[config.mk]
export PLATFORM = sky130hd
export DESIGN_NAME = node_route_table
export DESIGN_NICKNAME = d
export VERILOG_FILES = /design/src/rtl/nrt_pkg.sv /design/src/rtl/nrt_ctrl.sv /design/src/rtl/nrt_datapath.sv /design/src/rtl/node_route_table.sv
export SDC_FILE = /design/constraint.sdc
export NUM_CORES = 1
export LEC_CHECK = 0
export BUFFER_PORTS_ARGS = -buffer_cell sky130_fd_sc_hd__buf_2
export CORE_UTILIZATION = 40
export CTS_CLUSTER_SIZE = 16
export DETAILED_ROUTE_END_ITERATION = 8
export GPL_TIMING_DRIVEN = 0
export PLACE_DENSITY = 0.73
export SLEW_MARGIN = 20
export SYNTH_ARGS = -nofsm -noshare
export SYNTH_HDL_FRONTEND = slang
export SYNTH_SLANG_ARGS = --single-unit
[constraint.sdc]
create_clock -name clk -period 1.8 [get_ports clk]
set_input_delay 0.09 -clock clk [delete_from_list [all_inputs] [get_ports clk]]
set_output_delay 0.09 -clock clk [all_outputs]
set_load 0.02 [all_outputs]
[src/rtl/nrt_pkg.sv]
package nrt_pkg;
  // Strobes from the control decoder to the datapath
  typedef struct packed {
    logic loadMax;   // update the active maximum
    logic clampHit;  // requested maximum exceeded the ceiling
    logic loadEntry; // store one table entry
    logic rejectWr;  // entry write refused
  } nrtStrobe_t;
endpackage

[src/rtl/nrt_ctrl.sv]
module nrt_ctrl
  import nrt_pkg::*;
#(
  parameter int ID_W   = 3,
  parameter int CAP_ID = 4
) (
  input  logic            cfgWe,
  input  logic            cfgSelMax,
  input  logic [ID_W-1:0] cfgId,
  input  logic [ID_W-1:0] activeMax,
  output nrtStrobe_t      strb,
  output logic [ID_W-1:0] maxVal
);
  localparam logic [ID_W-1:0] CapV = ID_W'(CAP_ID);

  logic overCap;
  logic outOfRange;

  always_comb begin
    overCap    = cfgId > CapV;
    outOfRange = cfgId > activeMax;
    maxVal     = overCap ? CapV : cfgId;

    strb           = '0;
    strb.loadMax   = cfgWe & cfgSelMax;
    strb.clampHit  = cfgWe & cfgSelMax & overCap;
    strb.loadEntry = cfgWe & ~cfgSelMax & ~outOfRange;
    strb.rejectWr  = cfgWe & ~cfgSelMax & outOfRange;
  end
endmodule

[src/rtl/nrt_datapath.sv]
module nrt_datapath
  import nrt_pkg::*;
#(
  parameter int ID_W   = 3,
  parameter int LINK_W = 2
) (
  input  logic              clk,
  input  logic              rstN,
  input  nrtStrobe_t        strb,
  input  logic [ID_W-1:0]   maxVal,
  input  logic [ID_W-1:0]   cfgId,
  input  logic [LINK_W-1:0] cfgLink,
  input  logic [ID_W-1:0]   ownId,
  input  logic [ID_W-1:0]   lkDest,
  output logic [ID_W-1:0]   activeMax,
  output logic              capErr,
  output logic              wrReject,
  output logic              lkValid,
  output logic              lkLocal,
  output logic [LINK_W-1:0] lkLink
);
  localparam int Nodes = 1 << ID_W;

  logic [Nodes-1:0]  entryVld;
  logic [LINK_W-1:0] entryLink [Nodes];

  always_ff @(posedge clk or negedge rstN) begin
    if (!rstN) begin
      activeMax <= '0;
      capErr    <= 1'b0;
      wrReject  <= 1'b0;
    end else begin
      if (strb.loadMax) activeMax <= maxVal;
      if (strb.clampHit) capErr <= 1'b1;
      wrReject <= strb.rejectWr;
    end
  end

  for (genvar g = 0; g < Nodes; g++) begin : gEntry
    logic hitG;
    assign hitG = strb.loadEntry && (cfgId == ID_W'(g));
    always_ff @(posedge clk or negedge rstN) begin
      if (!rstN) begin
        entryVld[g]  <= 1'b0;
        entryLink[g] <= '0;
      end else if (hitG) begin
        entryVld[g]  <= 1'b1;
        entryLink[g] <= cfgLink;
      end
    end
  end

  logic inRange;
  logic isOwn;
  logic remoteHit;

  always_comb begin
    inRange   = lkDest <= activeMax;
    isOwn     = lkDest == ownId;
    remoteHit = inRange & ~isOwn & entryVld[lkDest];
    lkLocal   = inRange & isOwn;
    lkValid   = lkLocal | remoteHit;
    lkLink    = remoteHit ? entryLink[lkDest] : '0;
  end
endmodule

[src/rtl/node_route_table.sv]
module node_route_table
  import nrt_pkg::*;
#(
  parameter int ID_W   = 3,
  parameter int LINK_W = 2,
  parameter int CAP_ID = 4
) (
  input  logic              clk,
  input  logic              rstN,
  input  logic [ID_W-1:0]   ownId,
  input  logic              cfgWe,
  input  logic              cfgSelMax,
  input  logic [ID_W-1:0]   cfgId,
  input  logic [LINK_W-1:0] cfgLink,
  input  logic [ID_W-1:0]   lkDest,
  output logic              lkValid,
  output logic              lkLocal,
  output logic [LINK_W-1:0] lkLink,
  output logic [ID_W-1:0]   activeMax,
  output logic              capErr,
  output logic              wrReject
);
  nrtStrobe_t      strb;
  logic [ID_W-1:0] maxVal;

  nrt_ctrl #(.ID_W(ID_W), .CAP_ID(CAP_ID)) uCtrl (
    .cfgWe(cfgWe), .cfgSelMax(cfgSelMax), .cfgId(cfgId),
    .activeMax(activeMax), .strb(strb), .maxVal(maxVal)
  );

  nrt_datapath #(.ID_W(ID_W), .LINK_W(LINK_W)) uDp (
    .clk(clk), .rstN(rstN), .strb(strb), .maxVal(maxVal),
    .cfgId(cfgId), .cfgLink(cfgLink), .ownId(ownId), .lkDest(lkDest),
    .activeMax(activeMax), .capErr(capErr), .wrReject(wrReject),
    .lkValid(lkValid), .lkLocal(lkLocal), .lkLink(lkLink)
  );
endmodule

# ---- Word level (Yosys, flattened, before mapping)
# Cells that the tools add are included.
dict set report totals {
  regBits 29
  out_inout_bits 9
}
dict set report op_classes {
  magnitude_cmp 5
  eq_ne 8
  muxes 7
  bitwise 13
  reduce_logical 9
}
# op n
set ops {}
lappend ops {{$eq 3x3->1 const B} 4}
lappend ops {{$and 1x1->1} 8}
lappend ops {{$logic_and 1x1->1} 8}
lappend ops {{$bmux 2 s3} 1}
lappend ops {{$eq 3x2->1 const B} 2}
lappend ops {{$mux 2} 3}
lappend ops {{$ge 4x4->1 const B} 1}
lappend ops {{$lt 3x4->1 const B} 1}
lappend ops {{$not 3->4} 1}
lappend ops {{$bmux 1 s3} 1}
lappend ops {{$eq 3x1->1 const B} 1}
lappend ops {{$eq 3x3->1} 1}
lappend ops {{$gt 3x3->1} 1}
lappend ops {{$gt 3x3->1 const B} 1}
lappend ops {{$le 3x3->1} 1}
lappend ops {{$logic_not 3->1} 1}
lappend ops {{$mux 3} 1}
lappend ops {{$not 1->1} 3}
lappend ops {{$mux 1} 1}
lappend ops {{$or 1x1->1} 1}

# ---- Longest topological paths before layout
dict set report logic_depth {
  ltp_word 5
  ltp_mapped 7
}

# ---- Hierarchy
# From an unflattened synthesis, not the netlist that was laid out.
dict set report unflattened {
  cells_unflattened 120
  area_unflattened_um2 1546.5
}
# module instances cells_each area_each_um2 seq_area_each_um2
set by_module_without_submodules {}
lappend by_module_without_submodules {nrt_datapath 1 102 1425.1 725.7}
lappend by_module_without_submodules {nrt_ctrl 1 18 121.4 0.0}

# ---- Worst setup path after synthesis
# No wires, ideal clock.
dict set report synth_timing {
  kind {register to register}
  start {register uDp.activeMax[1]}
  end {register uDp.entryLink[0] in the netlist's numbering}
  arrival_ns 1.744
  path_slack_ns -0.069
  path_stages_with_launch 7
  n_path_buf 0
  synth_period_minus_slack_ns 1.869
  path_cell_list {dfrtp_1 > inv_1 > ha_1 > nand3_1 > o21ai_1 > o2111ai_1 > mux2_2}
}
dict set report synth_between {
  elab_chain_cells 4
}
# element line_no
set synth_lines {}
lappend synth_lines {{start: declaration} nrt_datapath.sv:15} ;# output logic [ID_W-1:0] activeMax,
lappend synth_lines {{start signal: assignment} nrt_datapath.sv:33} ;# if (strb.loadMax) activeMax <= maxVal;
lappend synth_lines {{$gt 3x3->1} nrt_ctrl.sv:21} ;# outOfRange = cfgId > activeMax;
lappend synth_lines {{$not 1->1} nrt_ctrl.sv:27} ;# strb.loadEntry = cfgWe & ~cfgSelMax & ~outOfRange;
lappend synth_lines {{$and 1x1->1} nrt_ctrl.sv:27}
lappend synth_lines {{$logic_and 1x1->1} nrt_datapath.sv:41} ;# assign hitG = strb.loadEntry && (cfgId == ID_W'(g));
lappend synth_lines {{end signal: indexed assignment} nrt_datapath.sv:48} ;# entryLink[g] <= cfgLink;
lappend synth_lines {{end: declaration} nrt_datapath.sv:25} ;# logic [LINK_W-1:0] entryLink [Nodes];
# Every way passes these cells.
# A chain may end at the register's enable or synchronous reset.

# ---- Worst setup path in the final report
dict set report layout_timing {
  start {register uDp.entryVld[5]}
  end {output port lkValid}
}
dict set report layout_between {
  elab_chain_cells 4
}
# element line_no
set layout_lines {}
lappend layout_lines {{start: declaration} nrt_datapath.sv:24} ;# logic [Nodes-1:0] entryVld;
lappend layout_lines {{start signal: indexed assignment} nrt_datapath.sv:44} ;# entryVld[g] <= 1'b0;
lappend layout_lines {{start signal: indexed assignment} nrt_datapath.sv:47} ;# entryVld[g] <= 1'b1;
lappend layout_lines {{$bmux 1 s3} nrt_datapath.sv:60} ;# remoteHit = inRange & ~isOwn & entryVld[lkDest];
lappend layout_lines {{$mux 1 (implied by the code)} nrt_datapath.sv:60}
lappend layout_lines {{$and 1x1->1} nrt_datapath.sv:60}
lappend layout_lines {{$or 1x1->1} nrt_datapath.sv:62} ;# lkValid = lkLocal | remoteHit;
lappend layout_lines {{end: declaration} node_route_table.sv:16} ;# output logic lkValid,
# Every way passes these cells. The select of a mux whose other input is x is not followed.

==> impl_metrics.env <==
export IMPL_critPathSlowestCell="mux4_2"
export IMPL_max_cap_viol_count=0
export IMPL_cts_buffers_inserted=5
export IMPL_cts_clk_slew_worst_paths_ps=60
export IMPL_design_area_sq_um=2080
export IMPL_multi_input_area_sq_um=887
export IMPL_io_pin_count=24
export IMPL_postRouteAntennaNets=0
export IMPL_timing_fmax_mhz=530
export IMPL_core_area_sq_um=3660
export IMPL_netlist_instances=116
export IMPL_drt_pre_antenna_iters=4
export IMPL_dieArea_sq_um=4090
export IMPL_h_tree_depth=2
export IMPL_dpl_worst_slack_ps=-128
export IMPL_grt_pass1_vias=1225
export IMPL_cts_tree="built"
export IMPL_max_stage_delay_ps=510
export IMPL_initial_core_util=0.419
export IMPL_final_cells=207
export IMPL_routabilityCongestion=0.766
export IMPL_vias_per_cell=5.35
export IMPL_clock_sinks=29
export IMPL_grt_busiest_layer="met2"
export IMPL_synthTopCellsByArea="dfrtp_1 (47%), mux2_2 (13%), mux4_1 (6.8%)"
export IMPL_area_growth_pct=35.6
export IMPL_avgSynthCellArea_sq_um=13.2
export IMPL_routedWlPerCell_microns=16.4
export IMPL_rsz0062_at_grt="true"
export IMPL_io_buffers=22
export IMPL_cts_root_buf="clkbuf_8"
export IMPL_status="finished, violations left"
export IMPL_reg2reg_slack_ps=30
export IMPL_synth_edf_count=0
export IMPL_fin_crit_ps=1890
export IMPL_netlist_area_leader_share=0.473
export IMPL_worst_slew_pin_slew_ps=640
export IMPL_ff_latch_area_sq_um=727
export IMPL_crit_fanout=3
export IMPL_start_kind="flop"
export IMPL_grt_start_max_net_pins=30
export IMPL_whs_ps=126
export IMPL_fin_util=0.569
export IMPL_synthesis_area_sq_um=1540
export IMPL_antenna_cells=0
export IMPL_drc_errors=0
export IMPL_met3_usage=0.0518
export IMPL_cp_top_family="multiplexers"
export IMPL_synth_cell_types=27
export IMPL_post_synth_top_area_cell="dfrtp_1"
export IMPL_grt_ovfl_total=0
export IMPL_rows=22
export IMPL_grt_use_met2=0.336
export IMPL_async_flop_share=1.00
export IMPL_antenna_found_initial=0
export IMPL_use_met1=0.219
export IMPL_crit_required_ps=1710
export IMPL_drt_initial_drc_count=22
export IMPL_crit_chain="mux2_4 > mux4_2 > o211ai_4 > o21ai_2 > buf_6"
export IMPL_violations="negative setup slack"
export IMPL_synth_yosys_seq_area_share=0.473
export IMPL_place_area_sq_um=1740
export IMPL_drive_gt1_frac=0.535
export IMPL_hold_viol_final=0
export IMPL_nets=179
export IMPL_dp_cells=186
export IMPL_clkLatencyLatePin_ps=280
export IMPL_critPathCaptureType="primary output"
export IMPL_critPathBufInv=1
export IMPL_die_w_microns=64.0
export IMPL_timing_final_ws_setup_ps=-87.3
export IMPL_clockBufferDepth=2
export IMPL_finalSetupTns_ps=-211
export IMPL_vdd_drop_max_v=0.000870
export IMPL_synth_nets=137
export IMPL_worst_ep_arrival_time_ps=1800
export IMPL_grt_pass1_wl_microns=5720
export IMPL_setup_viol=3
export IMPL_path_class="flop to primary output"
export IMPL_synth_warnings=0
export IMPL_wl_microns=3390
export IMPL_ys_ff_latch=29
export IMPL_power_leakage_nw=0.920
export IMPL_place_hpwl_microns=2360
export IMPL_p_per_area_nw_per_um2=1140
export IMPL_skew_ps=2.95
export IMPL_finalMaxSlewViolations=0
export IMPL_hp_class="primary input to flop"
export IMPL_die_h_microns=64.0
export IMPL_synth_flop_cell="dfrtp_1"
export IMPL_period_share=1.05
export IMPL_via_count=1108
export IMPL_fillers=297
export IMPL_slew_headroom=0.573
export IMPL_power_total_mw=2.38
export IMPL_grtUsageTotal=0.189
==> sequential cells by signal (all words and copies together), names as in the netlist <==
signal         cells
uDp.capErr         1
uDp.activeMax      3
uDp.entryVld       8
uDp.wrReject       1
uDp.entryLink     16
==> synthesized netlist by cell type, types with 3 or more instances <==
cell,n
mux2_1,3
mux4_1,4
nand2b_1,9
inv_1,6
ha_1,6
o211ai_1,6
nand3_1,3
dfrtp_1,29
xnor2_1,3
mux2_2,18
nor2_1,7
==> repair_timing <==
| item | CTS | global route |
|---|---|---|
| gates resized for setup | 19 | 7 |
| pin swaps | 11 | 4 |
| setup endpoints to repair | 20 | 20 |
| hold buffers | 1 | 0 |
| setup buffers | 11 | 1 |
| endpoints found under the hold margin | 29 | 0 |
==> logic make-up after synthesis <==
group,after synthesis,share of synthesized area
and+or+nand+nor,24,0.0799
muxes,29,0.260
xor gates and xnor gates,3,0.0171
buffers and inverters,8,0.0293
adders and majority gates,6,0.0489
AOI/OAI and AO/OA,17,0.0921
DFF,29,0.473
==> cell type report <==
cell class,count,area share
Multi-Input combinational cell,79,0.426
Sequential cell,29,0.349
Timing Repair Buffer,35,0.117
Clock buffer,7,0.0415
Tap cell,48,0.0288
Clock inverter,1,0.0144
Inverter,6,0.0120
Buffer,2,0.0108
==> placed cells by master, fill, tap and decap left out, types with 2 or more instances in the layout <==
cell type / n
a211oi_4: 2
buf_2: 18
buf_4: 12
buf_6: 5
clkbuf_8: 6
dfrtp_1: 28
ha_1: 2
ha_4: 4
inv_1: 4
mux2_2: 18
mux2_4: 4
mux2i_1: 2
mux4_1: 4
nand2_1: 2
nand2b_1: 9
nand3_1: 2
nor2_1: 4
nor2_2: 3
nor2b_1: 2
o2111ai_2: 2
o211ai_1: 6
o21ai_2: 2
xnor2_1: 3
==> worst reg2reg max path: cells and delay by family, from the launching register on <==
| family | cells | cell delay, ps |
|---|---|---|
| AO/OA/AOI/OAI | 2 | 340 |
| buffers and inverters | 3 | 420 |
| flip-flops | 1 | 430 |
| adder cells (fa/ha/maj) | 1 | 200 |
| multiplexers | 1 | 270 |
==> path summary, 6_finish.rpt <==
check,start,end,cells after the start
worst min register to register,uDp.capErr,uDp.capErr,1
max in group asynchronous,rstN,uDp.activeMax[1],2
worst max-delay path,uDp.entryVld[5],lkValid,5
min in group asynchronous,rstN,uDp.entryLink[7],2
worst max register to register,uDp.activeMax[1],uDp.entryLink[4],7
worst min-delay path,cfgWe,uDp.wrReject,3
==> power by group <==
group / switching [mW] / internal, mW
combinational: 0.321 / 0.426
clock: 0.234 / 0.450
sequential: 0.102 / 0.843
==> routing by layer <==
metal | part of all wire | up-vias
met4 | 0.0041 | 0
li1 | - | 510
met5 | 0 | -
met2 | 0.52 | 25
met3 | 0.042 | 2
met1 | 0.43 | 571
Power figures use the tool's default switching activity.
